File: config.mk
export PLATFORM = sky130hd
export DESIGN_NAME = sdcmd_engine
export DESIGN_NICKNAME = d
export VERILOG_FILES = /design/src/rtl/sdcmd_pkg.sv /design/src/rtl/sdcmd_spi_byte.sv /design/src/rtl/sdcmd_crc7.sv /design/src/rtl/sdcmd_engine.sv
export SDC_FILE = /design/constraint.sdc
export NUM_CORES = 1
export LEC_CHECK = 0
export CAP_MARGIN = 15
export CORE_MARGIN = 2
export CORE_UTILIZATION = 45
export DETAILED_ROUTE_END_ITERATION = 8
export DONT_BUFFER_PORTS = 1
export PLACE_DENSITY = 0.69
export RECOVER_POWER = 50
export SYNTH_ARGS = -nofsm -noshare
export SYNTH_HDL_FRONTEND = slang
export SYNTH_SLANG_ARGS = --single-unit
export TNS_END_PERCENT = 10
File: constraint.sdc
create_clock -name clk -period 3.1 [get_ports clk]
set_input_delay 0.31 -clock clk [delete_from_list [all_inputs] [get_ports clk]]
set_output_delay 0.31 -clock clk [all_outputs]
set_load 0.1 [all_outputs]
File: src/rtl/sdcmd_pkg.sv
package sdcmd_pkg;

  typedef enum logic [1:0] {
    RSP_R1  = 2'd0,
    RSP_R1B = 2'd1,
    RSP_R2  = 2'd2,
    RSP_R37 = 2'd3
  } rsp_kind_t;

  localparam logic [6:0] CRC7_TAPS = 7'h09;  // x^3 + 1 below the x^7 term
  localparam logic [7:0] FILL_BYTE = 8'hFF;

  // one serial CRC7 step, MSB-first input
  function automatic logic [6:0] crc7_step(input logic [6:0] c, input logic b);
    logic fb;
    fb = b ^ c[6];
    return {c[5:0], 1'b0} ^ (fb ? CRC7_TAPS : 7'h00);
  endfunction

  function automatic logic [7:0] cmd_token(input logic [5:0] idx);
    return {2'b01, idx};
  endfunction

  function automatic logic [7:0] crc_token(input logic [6:0] c);
    return {c, 1'b1};
  endfunction

  function automatic logic [2:0] extra_count(input rsp_kind_t k);
    case (k)
      RSP_R2:  return 3'd1;
      RSP_R37: return 3'd4;
      default: return 3'd0;
    endcase
  endfunction

endpackage

File: src/rtl/sdcmd_spi_byte.sv
module sdcmd_spi_byte #(
  parameter int CLK_DIV = 4
) (
  input  logic       clk,
  input  logic       rst_n,
  input  logic       go,
  input  logic [7:0] tx_byte,
  input  logic       miso,
  output logic       sclk,
  output logic       mosi,
  output logic [7:0] rx_byte,
  output logic       byte_done,
  output logic       bit_valid,
  output logic       bit_val
);
  localparam int DW = (CLK_DIV > 1) ? $clog2(CLK_DIV) : 1;
  localparam logic [DW-1:0] DIV_LAST = DW'(CLK_DIV - 1);

  logic          active;
  logic [DW-1:0] divcnt;
  logic [2:0]    bitcnt;
  logic [7:0]    shreg;
  logic [7:0]    rxsh;
  logic          edge_due;

  assign edge_due  = active && (divcnt == DIV_LAST);
  assign mosi      = shreg[7];
  assign bit_valid = edge_due && !sclk;   // rising edge about to happen
  assign bit_val   = shreg[7];

  always_ff @(posedge clk or negedge rst_n) begin
    if (!rst_n) begin
      active    <= 1'b0;
      divcnt    <= '0;
      bitcnt    <= '0;
      sclk      <= 1'b0;
      shreg     <= 8'hFF;
      rxsh      <= '0;
      rx_byte   <= '0;
      byte_done <= 1'b0;
    end else begin
      byte_done <= 1'b0;
      if (!active) begin
        if (go) begin
          active <= 1'b1;
          shreg  <= tx_byte;
          bitcnt <= '0;
          divcnt <= '0;
          sclk   <= 1'b0;
        end
      end else if (edge_due) begin
        divcnt <= '0;
        if (!sclk) begin
          sclk <= 1'b1;
          rxsh <= {rxsh[6:0], miso};
        end else begin
          sclk <= 1'b0;
          if (bitcnt == 3'd7) begin
            active    <= 1'b0;
            byte_done <= 1'b1;
            rx_byte   <= rxsh;
            shreg     <= 8'hFF;
          end else begin
            bitcnt <= bitcnt + 3'd1;
            shreg  <= {shreg[6:0], 1'b1};
          end
        end
      end else begin
        divcnt <= divcnt + 1'b1;
      end
    end
  end
endmodule

File: src/rtl/sdcmd_crc7.sv
module sdcmd_crc7 (
  input  logic       clk,
  input  logic       rst_n,
  input  logic       clear,
  input  logic       en,
  input  logic       bit_in,
  output logic [6:0] crc
);
  import sdcmd_pkg::*;

  always_ff @(posedge clk or negedge rst_n) begin
    if (!rst_n)      crc <= '0;
    else if (clear)  crc <= '0;
    else if (en)     crc <= crc7_step(crc, bit_in);
  end
endmodule

File: src/rtl/sdcmd_engine.sv
module sdcmd_engine #(
  parameter int CLK_DIV    = 4,
  parameter int POLL_LIMIT = 8,
  parameter int BUSY_LIMIT = 1024
) (
  input  logic        clk,
  input  logic        rst_n,
  input  logic        start,
  input  logic [5:0]  cmd_idx,
  input  logic [31:0] cmd_arg,
  input  logic [1:0]  rsp_type,
  output logic        busy,
  output logic        done,
  output logic        err_timeout,
  output logic [7:0]  rsp_status,
  output logic [31:0] rsp_data,
  output logic        spi_sclk,
  output logic        spi_mosi,
  output logic        spi_cs_n,
  input  logic        spi_miso
);
  import sdcmd_pkg::*;

  localparam int PW = $clog2(POLL_LIMIT + 1);
  localparam int BW = (BUSY_LIMIT > 1) ? $clog2(BUSY_LIMIT) : 1;
  localparam logic [PW-1:0] POLL_LAST = PW'(POLL_LIMIT);
  localparam logic [BW-1:0] BUSY_LAST = BW'(BUSY_LIMIT - 1);

  typedef enum logic [2:0] {
    ST_IDLE, ST_PRE, ST_CMD, ST_ARG, ST_CRC, ST_POLL, ST_EXTRA, ST_BUSY
  } st_t;

  st_t         st, nst;
  logic [5:0]  idx_q;
  logic [31:0] arg_sh;
  rsp_kind_t   kind_q;
  logic [1:0]  arg_k;
  logic [PW-1:0] poll_cnt;
  logic [BW-1:0] busy_cnt;
  logic [2:0]  extra_left;

  logic        go_q;
  logic [7:0]  tx_q;
  logic        bd;
  logic [7:0]  rx;
  logic        bit_valid, bit_val;
  logic [6:0]  crc;

  // named internal events
  logic        launch, finish, fin_to;
  logic [7:0]  lbyte;
  logic        status_hit;
  logic        recv_phase;
  logic        crc_en;
  logic        accept;

  assign accept     = (st == ST_IDLE) && start;
  assign status_hit = (st == ST_POLL) && bd && !rx[7];
  assign recv_phase = (st == ST_POLL) || (st == ST_EXTRA) || (st == ST_BUSY);
  assign crc_en     = bit_valid && ((st == ST_CMD) || (st == ST_ARG));

  sdcmd_spi_byte #(.CLK_DIV(CLK_DIV)) u_shift (
    .clk(clk), .rst_n(rst_n), .go(go_q), .tx_byte(tx_q), .miso(spi_miso),
    .sclk(spi_sclk), .mosi(spi_mosi), .rx_byte(rx), .byte_done(bd),
    .bit_valid(bit_valid), .bit_val(bit_val)
  );

  sdcmd_crc7 u_crc (
    .clk(clk), .rst_n(rst_n), .clear(accept), .en(crc_en),
    .bit_in(bit_val), .crc(crc)
  );

  always_comb begin
    nst    = st;
    launch = 1'b0;
    lbyte  = FILL_BYTE;
    finish = 1'b0;
    fin_to = 1'b0;
    case (st)
      ST_IDLE: if (start) begin nst = ST_PRE; launch = 1'b1; end
      ST_PRE: if (bd) begin
        nst = ST_CMD; launch = 1'b1; lbyte = cmd_token(idx_q);
      end
      ST_CMD: if (bd) begin
        nst = ST_ARG; launch = 1'b1; lbyte = arg_sh[31:24];
      end
      ST_ARG: if (bd) begin
        launch = 1'b1;
        if (arg_k == 2'd3) begin
          nst = ST_CRC; lbyte = crc_token(crc);
        end else begin
          lbyte = arg_sh[23:16];
        end
      end
      ST_CRC: if (bd) begin nst = ST_POLL; launch = 1'b1; end
      ST_POLL: if (bd) begin
        if (!rx[7]) begin
          case (kind_q)
            RSP_R1:  finish = 1'b1;
            RSP_R1B: begin nst = ST_BUSY;  launch = 1'b1; end
            default: begin nst = ST_EXTRA; launch = 1'b1; end
          endcase
        end else if (poll_cnt == POLL_LAST) begin
          finish = 1'b1; fin_to = 1'b1;
        end else begin
          launch = 1'b1;
        end
      end
      ST_EXTRA: if (bd) begin
        if (extra_left == 3'd1) finish = 1'b1;
        else launch = 1'b1;
      end
      ST_BUSY: if (bd) begin
        if (rx != 8'h00) finish = 1'b1;
        else if (busy_cnt == BUSY_LAST) begin finish = 1'b1; fin_to = 1'b1; end
        else launch = 1'b1;
      end
      default: nst = ST_IDLE;
    endcase
  end

  always_ff @(posedge clk or negedge rst_n) begin
    if (!rst_n) begin
      st          <= ST_IDLE;
      go_q        <= 1'b0;
      tx_q        <= FILL_BYTE;
      busy        <= 1'b0;
      done        <= 1'b0;
      err_timeout <= 1'b0;
      spi_cs_n    <= 1'b1;
      rsp_status  <= 8'hFF;
      rsp_data    <= '0;
      idx_q       <= '0;
      arg_sh      <= '0;
      kind_q      <= RSP_R1;
      arg_k       <= '0;
      poll_cnt    <= '0;
      busy_cnt    <= '0;
      extra_left  <= '0;
    end else begin
      st   <= finish ? ST_IDLE : nst;
      go_q <= launch;
      tx_q <= lbyte;
      done <= finish;
      if (accept) begin
        busy        <= 1'b1;
        spi_cs_n    <= 1'b0;
        err_timeout <= 1'b0;
        idx_q       <= cmd_idx;
        arg_sh      <= cmd_arg;
        kind_q      <= rsp_kind_t'(rsp_type);
        rsp_status  <= 8'hFF;
        rsp_data    <= '0;
        arg_k       <= '0;
      end
      if (finish) begin
        busy        <= 1'b0;
        spi_cs_n    <= 1'b1;
        err_timeout <= fin_to;
      end
      if (bd && (st == ST_ARG)) begin
        arg_k  <= arg_k + 2'd1;
        arg_sh <= {arg_sh[23:0], 8'h00};
      end
      if (bd && (st == ST_CRC)) poll_cnt <= '0;
      if (bd && (st == ST_POLL) && rx[7]) poll_cnt <= poll_cnt + 1'b1;
      if (status_hit) begin
        rsp_status <= rx;
        extra_left <= extra_count(kind_q);
        busy_cnt   <= '0;
      end
      if (bd && (st == ST_EXTRA)) begin
        rsp_data   <= {rsp_data[23:0], rx};
        extra_left <= extra_left - 3'd1;
      end
      if (bd && (st == ST_BUSY) && (rx == 8'h00)) busy_cnt <= busy_cnt + 1'b1;
    end
  end
endmodule

==> results by group <==
Outcome
  – Run status: complete, but fails checks
  – Failing checks: hold timing

Worst setup path
  – Critical Path AT: 2.86 ns
  – Data required, critical path: 3.45 ns
  – CP max-delay cell: dfrtp_1
  – WS Path Type: reg -> reg
  – Critical path's top delay family: flip-flops
  – WP buf/inv: 1
  – Crit start category: flop
  – Crit end category: flop
  – Max FO, Critical Path: 79
  – Critical-path cell list: or4b_2 -> buf_4 -> nand2_1 -> o22a_1
  – CP max stage delay: 0.85 ns

Logic synthesis
  – Largest area contributor in the netlist: dfrtp_1
  – Syn Inst Count: 729
  – Synth cell types: 61
  – Average size of a mapped cell: 9.47 sq um
  – Post-Synth XOR/XNOR Area: 0.508%
  – Sequential area share after synthesis: 56.3%
  – Share of the synthesized area in the top cell type: 46.8%
  – Syn_nets: 782
  – Post-synth EDFFs: 0
  – Post-synth top cells: nand2_1 (199), dfrtp_1 (129), nor2_1 (48), nand3_1 (44), clkbuf_1 (35)
  – Post-Synth Simple-Gate Area: 22.4%
  – #FFs+latches synth: 154
  – Largest family of logic cells by synthesized area: simple AND/OR/NAND/NOR gates
  – Adder-Cell Fraction of Synth Area: 1.63%
  – Top_reg_cell synth: dfrtp_1
  – Syn Std Cell Area: 6900 sq um
  – Count leader, synth: nand2_1
  – Post-synthesis compound-gate area fraction: 13.0%
  – Syn. warnings: 0
  – Synth area leaders: dfrtp_1 (47%), nand2_1 (11%), dfstp_2 (9.5%)
  – Post-synth ARST share: 100%
  – Mux cell area share after synthesis: 2.47%

Floorplanning
  – Die X: 128 um
  – Die height: 128 um
  – # IOs: 90
  – Core Region: 15100 sq um
  – # rows: 45
  – Die area: 16300 sq um
  – Initial core utilization: 45.7%

Finish
  – Multi-input gate area: 2770 sq um
  – Layout cell share with drive strength beyond 1: 9.34%
  – Ant diodes: 0
  – Sequential Area: 3880 sq um
  – Synth-to-layout area growth: 12.9%
  – Finished Core Util: 51.6%
  – Total Nets Final: 779
  – Fill cell count: 1369

Placed design
  – Place WS: 0.647 ns
  – Gpl congestion: 0.780
  – Placed wire-length estimate: 10300 um
  – Port Buffers: 0

Timing
  – # setup viols final: 0
  – Tcrit/Tclk final: 80.7%
  – Fin. Hold Viols: 154
  – Fmax: 400 MHz
  – Final worst path period need: 2.50 ns
  – Max Transition Viols Final: 0
  – Worst slew margin: 22.7%
  – Fin Clk Skew: 0.00810 ns
  – Final setup margin: 0.598 ns
  – Final setup TNS: 0 ns
  – Final hold slack: -0.427 ns
  – Slew @ Worst Pin: 1.16 ns
  – RSZ-0062 raised after global routing: no

Drt
  – WL/cell: 16.9 um
  – 1st-iter DRT viols: 341
  – Antenna Nets Post-Route: 0
  – Vias per cell: 5.61
  – Via count of the routed design: 5196
  – Drt total wl: 15600 um
  – DRC Markers: 0
  – Pre-Repair DR Iteration Count: 5

Clocking
  – Inserted Clock Buffers: 17
  – CTS tree: done
  – Post-CTS Resized: 0
  – Number of H-tree levels: 4
  – Clk sink count: 154
  – Hold_buf cts: 15
  – Setup bufs post-CTS: 0
  – Worst-skew pair later-pin latency: 0.43 ns
  – Clk slew on worst S/H paths: 0.06 ns
  – CTS Root Cell: clkbuf_16
  – Worst-case clock buffer depth: 2

Global routing
  – GR Util met1: 25.6%
  – Largest net degree at the start of global routing: 155
  – Gr usage total: 20.3%
  – GR Util met3: 6.26%
  – Met2 usage: 33.0%
  – Busiest layer in global routing: met2
  – Global-route wire length before repair: 26000 um
  – Initial antenna violation count: 0
  – Grt ovf: 0
  – Vias in the first global route: 5297

Power and ir drop
  – Max VDD drop: 445 uV
  – Pleak: 3.52 nW
  – Tot Pwr: 0.00425 W
  – Power density over cell area: 545 nW/um^2

Flow run
  – Max_cap viols: 0

Hold path
  – HP Class: in -> async
state kept, by name, indices dropped and copies added (netlist names), 2 cells and up:
register	cells
extra_left	3
rsp_status	8
busy_cnt	10
kind_q	2
idx_q	6
poll_cnt	4
u_shift.rx_byte	8
u_shift.bitcnt	3
st	3
tx_q	8
rsp_data	32
u_shift.shreg	8
arg_sh	32
u_shift.rxsh	8
u_crc.crc	7
u_shift.divcnt	2
arg_k	2
per-stage QoR:
| stage | area (sq um) | hold WS [ns] | std cells |
|---|---|---|---|
| after floorplan | 6900 | 0.0144 | 729 |
| after global placement | 7030 | 0.0248 | 880 |
| after detailed placement | 7030 | 0.0252 | 880 |
| after CTS | 7800 | -0.443 | 927 |
| after global routing | 7790 | -0.451 | 927 |
| final | 7790 | -0.427 | 927 |
where the power goes:
part,switching [W],internal (W),total [W]
Combinational,0.00000976,0.0000232,0.0000329
Sequential,0.0000172,0.00203,0.00204
Clock,0.000805,0.00136,0.00217
kinds of logic after synthesis:
group           count (synthesis)
simple gates                  349
compound gates                136
mux                            16
xor+xnor                        4
fa+ha+maj                       9
flops                         154
buf+inv                        61
placed cells by master, fill, tap and decap left out, types with 3 or more instances in the layout:
cell	n
nor3_1	6
clkbuf_1	6
ha_1	9
nand4_1	4
nand3_1	44
o22a_1	7
nor4_1	3
nand2_1	199
a21oi_1	28
clkinvlp_4	6
a31oi_1	25
and4_1	3
a22o_1	14
nor2_1	48
a211o_1	4
and3_1	8
o31ai_1	4
mux2i_1	8
mux2_2	8
dfstp_2	16
inv_1	9
dfstp_1	9
clkbuf_16	17
nor3b_1	3
o21bai_1	5
o21ai_0	21
o22ai_1	12
buf_4	10
nand4b_1	3
dlygate4sd3_1	15
or3_1	6
dfrtp_1	129
bufinv_16	4
xor2_1	3
nand2b_1	6
path summary, 6_finish.rpt:
kind                                             start                        endpoint  slack (ns)  depth (start not counted)
setup / recovery                     st[0]$_DFFE_PN0P_       rsp_status[1]$_DFFE_PN1P_        0.60                          4
hold / removal                                   rst_n   u_shift.bitcnt[2]$_DFFE_PN0P_       -0.43                          0
setup reg to reg                     st[0]$_DFFE_PN0P_       rsp_status[1]$_DFFE_PN1P_        0.60                          4
hold reg to reg            u_shift.rxsh[7]$_DFFE_PN0P_  u_shift.rx_byte[7]$_DFFE_PN0P_        0.46                          2
max in group asynchronous                        rst_n       rsp_status[5]$_DFFE_PN1P_        3.26                          0
min in group clk                           cmd_arg[12]          arg_sh[12]$_DFFE_PN0P_        0.02                          2
worst register-to-register path, cell delays in order, from the launching register on:
cell and delay (ns):
dfrtp_1 0.85, or4b_2 0.26, buf_4 0.61, nand2_1 0.44
o22a_1 0.28
cell type report:
type | instances | area share (%)
repair buffers | 28 | 3.04
flip-flops and latches | 154 | 49.9
clock inverters | 11 | 2.18
inverters | 11 | 0.562
clock buffers | 21 | 5.78
well taps | 188 | 3.02
multi-input cells | 514 | 35.5
per-layer routing:
metal | wire [um] | share of wire (%) | vias to the layer above
li1 | - | - | 2507
met1 | 6830 | 44 | 2562
met2 | 7750 | 50 | 103
met3 | 771 | 4.9 | 24
met4 | 283 | 1.8 | 0
met5 | 0 | 0 | -
Power figures use the tool's default switching activity.
